File: src/rtl/smpin_pkg.sv
package smpin_pkg;

    // Occupancy classes of the sample FIFO.
    typedef enum logic [1:0] {
        OCC_EMPTY = 2'd0,
        OCC_PART  = 2'd1,
        OCC_FULL  = 2'd2
    } occ_e;

endpackage

File: src/rtl/smpin_fifo_ctrl.sv
module smpin_fifo_ctrl
    import smpin_pkg::*;
#(
    parameter int DEPTH = 16,
    localparam int AW = $clog2(DEPTH),
    localparam int CW = $clog2(DEPTH + 1)
) (
    input  logic          clk,
    input  logic          rst_n,
    input  logic          wr_req,
    input  logic          pop_req,
    output logic          push_ok,
    output logic          pop_ok,
    output logic [AW-1:0] wr_ptr,
    output logic [AW-1:0] rd_ptr,
    output logic [CW-1:0] count,
    output logic          full
);

    occ_e          state_q;
    occ_e          state_d;
    logic [CW-1:0] count_q;
    logic [AW-1:0] wptr_q;
    logic [AW-1:0] rptr_q;

    // Accepted operations: a pop frees a slot in the same cycle.
    always_comb begin
        pop_ok  = pop_req && (state_q != OCC_EMPTY);
        push_ok = wr_req  && ((state_q != OCC_FULL) || pop_req);
    end

    // Next-state logic.
    always_comb begin
        state_d = state_q;
        unique case (state_q)
            OCC_EMPTY: begin
                // first-fill
                if (push_ok) begin
                    state_d = (DEPTH == 1) ? OCC_FULL : OCC_PART;
                end
            end
            OCC_PART: begin
                // top-off
                if (push_ok && !pop_ok && (count_q == CW'(DEPTH - 1))) begin
                    state_d = OCC_FULL;
                end
                // last-drain
                else if (pop_ok && !push_ok && (count_q == CW'(1))) begin
                    state_d = OCC_EMPTY;
                end
            end
            OCC_FULL: begin
                // release; full-exchange keeps the state
                if (pop_ok && !push_ok) begin
                    state_d = (DEPTH == 1) ? OCC_EMPTY : OCC_PART;
                end
            end
            default: state_d = OCC_EMPTY;
        endcase
    end

    // State register.
    always_ff @(posedge clk) begin
        if (!rst_n) begin
            state_q <= OCC_EMPTY;
        end else begin
            state_q <= state_d;
        end
    end

    // Count and pointers.
    always_ff @(posedge clk) begin
        if (!rst_n) begin
            count_q <= '0;
            wptr_q  <= '0;
            rptr_q  <= '0;
        end else begin
            count_q <= count_q + CW'(push_ok) - CW'(pop_ok);
            if (push_ok) begin
                wptr_q <= (wptr_q == AW'(DEPTH - 1)) ? '0 : wptr_q + AW'(1);
            end
            if (pop_ok) begin
                rptr_q <= (rptr_q == AW'(DEPTH - 1)) ? '0 : rptr_q + AW'(1);
            end
        end
    end

    // Outputs.
    always_comb begin
        wr_ptr = wptr_q;
        rd_ptr = rptr_q;
        count  = count_q;
        full   = (state_q == OCC_FULL);
    end

endmodule

File: src/rtl/smpin_sample_mem.sv
module smpin_sample_mem #(
    parameter int DEPTH = 16,
    parameter int WORD_W = 32,
    localparam int AW = $clog2(DEPTH)
) (
    input  logic              clk,
    input  logic              rst_n,
    input  logic              we,
    input  logic [AW-1:0]     waddr,
    input  logic [WORD_W-1:0] wdata,
    input  logic [AW-1:0]     raddr,
    output logic [WORD_W-1:0] rdata
);

    logic [WORD_W-1:0] mem_q [DEPTH];

    always_ff @(posedge clk) begin
        if (!rst_n) begin
            for (int i = 0; i < DEPTH; i++) begin
                mem_q[i] <= '0;
            end
        end else if (we) begin
            mem_q[waddr] <= wdata;
        end
    end

    assign rdata = mem_q[raddr];

endmodule

File: src/rtl/smpin_lane_unpack.sv
module smpin_lane_unpack #(
    parameter int SMP_W = 16,
    localparam int WORD_W = 2 * SMP_W,
    localparam int HB = SMP_W / 2
) (
    input  logic [WORD_W-1:0] word,
    input  logic              swap,
    input  logic              mono,
    output logic [SMP_W-1:0]  ch0,
    output logic [SMP_W-1:0]  ch1,
    output logic              ch1_ok
);

    logic [SMP_W-1:0] lane [2];

    // Lane 0 is the upper half of the word, lane 1 the lower half.
    for (genvar g = 0; g < 2; g++) begin : g_lane
        logic [SMP_W-1:0] raw;
        assign raw     = word[WORD_W - 1 - g * SMP_W -: SMP_W];
        assign lane[g] = swap ? {raw[HB-1:0], raw[SMP_W-1:HB]} : raw;
    end

    always_comb begin
        ch0    = lane[0];
        ch1    = mono ? '0 : lane[1];
        ch1_ok = !mono;
    end

endmodule

File: src/rtl/smp_in_stage.sv
module smp_in_stage #(
    parameter int DEPTH = 16,
    parameter int SMP_W = 16,
    localparam int WORD_W = 2 * SMP_W,
    localparam int AW = $clog2(DEPTH),
    localparam int CW = $clog2(DEPTH + 1)
) (
    input  logic              clk,
    input  logic              rst_n,
    input  logic              bus_wr,
    input  logic [WORD_W-1:0] bus_wdata,
    output logic [WORD_W-1:0] bus_rdata,
    input  logic              swap_en,
    input  logic              mono_mode,
    output logic [CW-1:0]     fifo_count,
    output logic              fifo_full,
    input  logic              pop,
    output logic [SMP_W-1:0]  ch0_smp,
    output logic [SMP_W-1:0]  ch1_smp,
    output logic              smp_valid,
    output logic              ch1_valid
);

    logic              push_ok;
    logic              pop_ok;
    logic [AW-1:0]     wr_ptr;
    logic [AW-1:0]     rd_ptr;
    logic [WORD_W-1:0] head_word;
    logic [SMP_W-1:0]  u_ch0;
    logic [SMP_W-1:0]  u_ch1;
    logic              u_ch1_ok;

    smpin_fifo_ctrl #(.DEPTH(DEPTH)) u_ctrl (
        .clk     (clk),
        .rst_n   (rst_n),
        .wr_req  (bus_wr),
        .pop_req (pop),
        .push_ok (push_ok),
        .pop_ok  (pop_ok),
        .wr_ptr  (wr_ptr),
        .rd_ptr  (rd_ptr),
        .count   (fifo_count),
        .full    (fifo_full)
    );

    smpin_sample_mem #(.DEPTH(DEPTH), .WORD_W(WORD_W)) u_mem (
        .clk   (clk),
        .rst_n (rst_n),
        .we    (push_ok),
        .waddr (wr_ptr),
        .wdata (bus_wdata),
        .raddr (rd_ptr),
        .rdata (head_word)
    );

    // Control is applied to the head word in the cycle of the pop.
    smpin_lane_unpack #(.SMP_W(SMP_W)) u_unpack (
        .word   (head_word),
        .swap   (swap_en),
        .mono   (mono_mode),
        .ch0    (u_ch0),
        .ch1    (u_ch1),
        .ch1_ok (u_ch1_ok)
    );

    // Pop-port output register: samples hold between accepted pops.
    always_ff @(posedge clk) begin
        if (!rst_n) begin
            ch0_smp   <= '0;
            ch1_smp   <= '0;
            smp_valid <= 1'b0;
            ch1_valid <= 1'b0;
        end else begin
            smp_valid <= pop_ok;
            ch1_valid <= pop_ok && u_ch1_ok;
            if (pop_ok) begin
                ch0_smp <= u_ch0;
                ch1_smp <= u_ch1;
            end
        end
    end

    // The data register reads as zero.
    assign bus_rdata = '0;

endmodule

File: config.mk
export PLATFORM = sky130hd
export DESIGN_NAME = smp_in_stage
export DESIGN_NICKNAME = d
export VERILOG_FILES = /design/src/rtl/smpin_pkg.sv /design/src/rtl/smpin_fifo_ctrl.sv /design/src/rtl/smpin_sample_mem.sv /design/src/rtl/smpin_lane_unpack.sv /design/src/rtl/smp_in_stage.sv
export SDC_FILE = /design/constraint.sdc
export NUM_CORES = 1
export LEC_CHECK = 0
export CAP_MARGIN = 20
export CELL_PAD_IN_SITES_DETAIL_PLACEMENT = 1
export CELL_PAD_IN_SITES_GLOBAL_PLACEMENT = 2
export CORE_MARGIN = 2
export CORE_UTILIZATION = 40
export CTS_CLUSTER_DIAMETER = 40
export DETAILED_ROUTE_END_ITERATION = 6
export PLACE_DENSITY_LB_ADDON = 0.12
export REMOVE_ABC_BUFFERS = 1
export SETUP_SLACK_MARGIN = 0.1
export SYNTH_ARGS = -nofsm -noshare
export SYNTH_HDL_FRONTEND = slang
export SYNTH_SLANG_ARGS = --single-unit
File: constraint.sdc
create_clock -name clk -period 4.6 [get_ports clk]
set_clock_uncertainty 0.15 [all_clocks]
set_input_delay 1.38 -clock clk [delete_from_list [all_inputs] [get_ports clk]]
set_output_delay 1.38 -clock clk [all_outputs]
set_load 0.1 [all_outputs]
==> results of run 1 <==
## synthesized netlist by cell type (all sizes together), types with 12 or more instances
cell type	n
nor2	29
a221oi	14
a21oi	34
clkbuf	111
dfxtp	53
ha	13
mux2i	91
buf	66
inv	12
mux4	112
nand2	26
o21ai	36
and2	525
nand2b	14
edfxtp	512
## metal layers
metal  vias up  GRT usage
met5         -          0
met3        94    0.03936
met2       423     0.3981
met1      7834     0.2996
met4         0    0.06519
li1       6562          -
## cell families (layout without fill, tap and decap cells)
logic type               Yosys count  count (layout)  share of synthesized area
AO/OA/AOI/OAI                    138             138                    0.03521
XOR/XNOR                           7               7                   0.002377
adder cells (fa/ha/maj)           14              14                   0.007082
buffers and inverters            189             335                    0.03778
flip-flops                       565             565                     0.6371
multiplexers                     209             209                     0.1357
other                              1              37                  0.0001454
AND/OR/NAND/NOR                  619             619                     0.1445
## metrics by stage
| step | hold WS (ns) | std cells |
|---|---|---|
| detailed placement | 0.3135 | 2598 |
| floorplan | 0.3431 | 1596 |
| global route | 0.3557 | 2774 |
| finish | 0.3237 | 2779 |
| global placement | 0.3025 | 2598 |
| CTS | 0.3303 | 2773 |
## how the worst max path moves through the flow
stage / from / depth (start not counted) / to / slack, ns
2_1_floorplan: flip-flop / 5 / ch1_smp[12] / -3.09
3_3_place_gp: pop / 5 / u_mem.mem_q[4][26] / 0.41
3_5_place_dp: pop / 6 / u_mem.mem_q[12][19] / 0.36
4_1_cts: u_ctrl.state_q[0] / 3 / fifo_full / 0.68
5_1_grt: u_ctrl.state_q[0] / 3 / fifo_full / 0.64
6_report: u_ctrl.state_q[0] / 3 / fifo_full / 0.72
## critical path: stages, from the launching register on
cell	delay [ns]
dfxtp_1	0.33
nand2b_1	0.20
inv_1	0.07
clkdlybuf4s50_1	1.12
## registers in the layout (all words and copies together) (netlist names), named ones only
signal,flops
u_ctrl.rd_ptr,4
u_ctrl.wr_ptr,4
u_mem.mem_q,512
u_ctrl.count,5
ch1_smp,16
ch0_smp,16
u_ctrl.state_q,2
ch1_valid,1
smp_valid,1
## power by group
group	internal, mW	switching [mW]	total, mW
combinational	0.387	0.828	1.21
sequential	5.81	0.0880	5.90
clock	4.53	2.54	7.07
## final cells by class
class / instances / area, um2
Tap cell: 855 / 1070
Inverter: 12 / 45.04
Timing Repair Buffer: 148 / 1451
Fill cell: 6183 / 33150
Clock buffer: 114 / 2479
Antenna cell: 5 / 12.51
Clock inverter: 61 / 709.4
Sequential cell: 565 / 16440
Multi-Input combinational cell: 1019 / 8758
==> flow_metrics.py, run 1 <==
metrics = {
    "run_status": {
        "result_of_the_run": "complete, no violations",
    },
    "finish": {
        "final_net_count": 1892,
        "fin_util": 0.4830,
        "layout_common_cells": "525 x and2_1, 512 x edfxtp_1, 112 x mux4_2, 95 x clkbuf_16, 91 x mux2i_1",
        "fin_area_um2": 30970,
        "layout-drive-gt1-share": 0.1985,
        "flow.area_growth_from_synthesis_pct": 20.06,
        "layout.cells.most_common": "and2_1",
    },
    "clocking": {
        "cts_buffers": 94,
        "cts_root_buffer": "clkbuf_16",
        "max-clock-path-buffers": 3,
        "hold_buffers": 0,
        "clock_net_sink_count": 565,
        "worst_skew_pair.late_latency_ns": 0.64,
        "clock_tree_from_tritoncts": "yes",
        "post_cts_buffers": 0,
        "htree_levels": 3,
        "path_clk_slew_ns": 0.05,
        "ctsResizeCount": 0,
    },
    "route": {
        "detailroute.via_count": 14913,
        "drc": 0,
        "ant_nets": 0,
        "viasPerCell": 5.366,
        "detailed_routing_wirelength_on_met1_mm": 31.53,
        "drt_iter0_markers": 1041,
        "drt_first_pass_iters": 5,
        "detailroute.wirelength.met2_mm": 37.79,
        "met3_wirelength_mm": 4.258,
        "route.top_layer_used": "met4",
        "totalWireLength_mm": 75.12,
        "post_drt_wl_per_cell_um": 27.03,
    },
    "worst_setup_path": {
        "arrival_ns": 2.35,
        "worstReg2RegStart": "u_ctrl.state_q[0]",
        "setup.worst_path.start_class": "flip-flop",
        "setup.reg_to_reg.worst_slack_ns": 1.66,
        "worstSetupEndpointType": "primary output",
        "reg2reg_to": "u_mem.mem_q[12][20]",
        "criticalPathCategory": "flip-flop to primary output",
        "worst-r2r-cell-count": 6,
        "critPathRequiredTime_ns": 3.07,
        "peak_fanout_along_the_critical_path": 5,
    },
    "place": {
        "globalplace.congestion": 0.7447,
        "post-dp-hpwl_mm": 44.40,
        "placement.io_buffers": 77,
        "placed_area_um2": 27740,
        "placement_setup_slack_ns": 0.3582,
    },
    "floorplanning": {
        "core_um2": 64120,
        "die-area_um2": 66540,
        "die_height_um": 258.0,
        "core.rowCount": 93,
        "initial_utilization": 0.4023,
        "chipWidth_um": 258.0,
        "boundaryPins": 110,
    },
    "hold_path": {
        "timing.hold.worst_path_depth": 2,
        "hold-path-endpoint": "ch1_smp[2]",
        "min_path_type": "flip-flop to flip-flop",
        "timing.hold.worst.start": "ch1_smp[2]",
    },
    "power": {
        "vdd_drop_max_uv": 284.5,
        "power.leakage_nw": 11.27,
        "power_per_cell_area_nw_per_um2": 458.0,
        "design_power_total_mw": 14.18,
    },
    "synthesis": {
        "syn-cell-area_um2": 25800,
        "synth.distinct_cells": 46,
        "synth.largest_area_cell": "edfxtp_1",
        "synth_ff_type": "edfxtp_1",
        "seq_area_frac_synth": 0.6371,
        "synth_area_leaders": "edfxtp_1 60%, and2_1 13%, mux4_2 9.8%, dfxtp_1 4.1%, mux2i_1 3.5%",
        "share_of_the_synthesized_area_in_the_top_cell_type": 0.5960,
        "syn_area_cell_um2": 14.81,
        "syn-instance-count": 1742,
        "async_flop_share": 0,
        "synth_enable_flop_cells": 512,
        "yosys_register_bits": 565,
        "yosys_warnings": 0,
    },
    "timing": {
        "rsz0062_at_grt": "no",
        "fmaxAchievable_ghz": 0.2580,
        "tightest_slew_ns": 1.113,
        "postLayoutSetupSlackWorst_ns": 0.7243,
        "final_setup_violation_count": 0,
        "total_negative_setup_slack_ns": 0,
        "minimum_clock_period_ns": 3.876,
        "final-hold-violation-count": 0,
        "maxSlewHeadroom": 0.2561,
        "min_period_over_period": 0.8425,
        "slew_violations": 0,
    },
    "run": {
        "drv.max_cap_violation_count": 0,
    },
    "global_routing": {
        "grt_use_total": 0.2305,
        "first_global_vias": 15998,
        "grt-ovfl-total": 0,
        "grt_first_pass_wirelength_mm": 110.3,
        "grt_start_max_net_pins": 53,
        "grt_antenna_before_repair": 6,
    },
}
(Power assumes the default switching activity.)
==> run 2: changes to the inputs <==
clock period = 3.4 ns   (was 4.6 ns; I/O delays follow)
==> run 2 against run 1 <==
Worst hold slack got worse by 0.0019 ns. Via count increased by 1.2%. Cell area grew 3.1%. Worst setup slack worse by 0.25 ns. Critical path type is now input pin to flip-flop.
==> flow_metrics.py, run 2 (synthesis gave the netlist of run 1 again) <==
metrics = {
    "finish": {
        "layout.cells.most_common": "and2_1",
        "layout-drive-gt1-share": 0.2444,
        "fin_area_um2": 31920,
        "seqCellArea_um2": 16440,
        "n_fill_cell": 6127,
        "largest_register_ffs": 512,
        "layout_top_registers": "u_mem.mem_q x512, ch0_smp x16, ch1_smp x16",
        "multi_input_area_um2": 8758,
        "final_net_count": 1933,
        "layout_common_cells": "525 x and2_1, 512 x edfxtp_1, 112 x mux4_2, 106 x clkbuf_16, 104 x buf_4",
        "flow.area_growth_from_synthesis_pct": 23.74,
        "antenna_cells": 0,
        "max_flop_register": "u_mem.mem_q",
    },
    "floorplanning": {
        "die_height_um": 258.0,
        "core_um2": 64120,
        "boundaryPins": 110,
        "chipWidth_um": 258.0,
        "core.rowCount": 93,
        "initial_utilization": 0.4023,
        "die-area_um2": 66540,
    },
    "clocking": {
        "cts_buffers": 101,
        "clock_tree_from_tritoncts": "yes",
        "path_clk_slew_ns": 0.06,
        "ctsResizeCount": 0,
        "post_cts_buffers": 0,
        "max-clock-path-buffers": 3,
        "clock_net_sink_count": 565,
        "hold_buffers": 0,
        "htree_levels": 3,
        "worst_skew_pair.late_latency_ns": 0.65,
        "cts_root_buffer": "clkbuf_16",
    },
    "power": {
        "power_per_cell_area_nw_per_um2": 636.8,
        "vdd_drop_max_uv": 378.0,
        "comb_power_share": 0.084,
        "design_power_total_mw": 20.33,
        "cellInternalPower_mw": 15.34,
        "power.leakage_nw": 11.82,
        "p_sw_frac": 0.2454,
        "switchingPower_mw": 4.989,
        "p_clk_frac": 0.524,
        "power.share.sequential": 0.392,
    },
    "route": {
        "post_drt_wl_per_cell_um": 26.75,
        "detailroute.via_count": 15086,
        "drc": 0,
        "viasPerCell": 5.344,
        "drt_first_pass_iters": 5,
        "totalWireLength_mm": 75.51,
        "drt_iter0_markers": 976,
        "ant_nets": 0,
    },
    "run_status": {
        "result_of_the_run": "complete, no violations",
    },
    "place": {
        "placement_setup_slack_ns": -0.2196,
        "globalplace.congestion": 0.7489,
        "placed_area_um2": 28250,
        "placement.io_buffers": 77,
        "post-dp-hpwl_mm": 45.90,
    },
    "worst_setup_path": {
        "cp_top_family": "adder cells",
        "timing.critical_path.slowest_stage_cell": "clkdlybuf4s50_1",
        "peak_fanout_along_the_critical_path": 2,
        "worstPathCellList": "clkdlybuf4s50_1, o21a_1, inv_1, ha_1, inv_1, ha_1, fa_1, a21oi_1, nor2_1, or3_1, and3_1",
        "cpPeakStageDelay_ns": 0.49,
        "critPathRequiredTime_ns": 3.77,
        "worst-path-buf-inv": 3,
        "criticalPathCategory": "input pin to flip-flop",
        "worstSetupEndpointType": "flip-flop",
        "arrival_ns": 3.30,
        "setup.worst_path.start_class": "input pin",
    },
    "timing": {
        "final_setup_violation_count": 0,
        "final-hold-violation-count": 0,
        "minimum_clock_period_ns": 2.925,
        "min_period_over_period": 0.8604,
        "fmaxAchievable_ghz": 0.3418,
        "tightest_slew_ns": 1.103,
        "slew_violations": 0,
        "postLayoutSetupSlackWorst_ns": 0.4745,
        "rsz0062_at_grt": "no",
        "maxSlewHeadroom": 0.2627,
    },
    "global_routing": {
        "grt_start_max_net_pins": 53,
        "grt-ovfl-total": 0,
        "grt_use_total": 0.2313,
        "grt_antenna_before_repair": 2,
        "first_global_vias": 16481,
        "grt_first_pass_wirelength_mm": 111.7,
    },
    "hold_path": {
        "min_path_type": "flip-flop to flip-flop",
    },
    "run": {
        "drv.max_cap_violation_count": 0,
    },
}
-- run 2: changes by cell type in the layout (fill, tap and decap cells not counted), sizes merged --
| cell | change |
|---|---|
| clkinvlp | +6 |
| diode | -5 |
| clkbuf | +2 |
| inv | +5 |
| clkinv | -1 |
| clkdlybuf4s50 | -40 |
| bufinv | +3 |
| buf | +74 |
-- run 2: path summary, 6_finish.rpt --
check                          to  slack, ns  cells after the start       start
setup / recovery  u_ctrl.count[4]       0.47                     11         pop
hold / removal         ch1_smp[8]       0.32                      2  ch1_smp[8]
setup reg to reg       ch1_smp[9]       0.67                      7   flip-flop
hold reg to reg        ch1_smp[8]       0.32                      2  ch1_smp[8]
-- run 2: layout make-up --
cell class / count / share of cell area
inverter: 12 / 0.001411
timing repair buffer: 182 / 0.06193
tap: 855 / 0.03352
clock inverter: 74 / 0.02897
clock buffer: 116 / 0.08459
multi-input combinational: 1019 / 0.2744
sequential: 565 / 0.5152
-- run 2: worst min-delay path: stages, from the launching register on --
cell and delay [ns]:
dfxtp_1 0.33, nand2_1 0.05, o221ai_1 0.06
-- run 2: metal layers --
metal  global-route usage  part of all wire
met5                    0                 0
met4              0.07322             0.024
met3              0.03455             0.039
met2               0.4070              0.51
met1               0.2942              0.42
-- run 2: power by group through the flow --
stage	Combinational [mW]	Clock [mW]	Sequential, mW
after floorplan	0.815	0	8.40
after global placement	1.72	0	8.09
after detailed placement	1.74	0	8.11
after CTS	1.74	10.8	7.97
after global routing	1.83	11.1	8.00
final	1.72	10.6	7.97
-- run 2: per-stage QoR --
stage          TNS [ns]  hold WS, ns  cells    util
4_1_cts               0       0.3244   2821  0.4971
3_3_place_gp     -27.26       0.2995   2628  0.4395
6_report              0       0.3218   2823  0.4978
3_5_place_dp     -26.71       0.3093   2631  0.4406
5_1_grt               0       0.3368   2823  0.4978
2_1_floorplan   -641.08       0.3431   1596       -
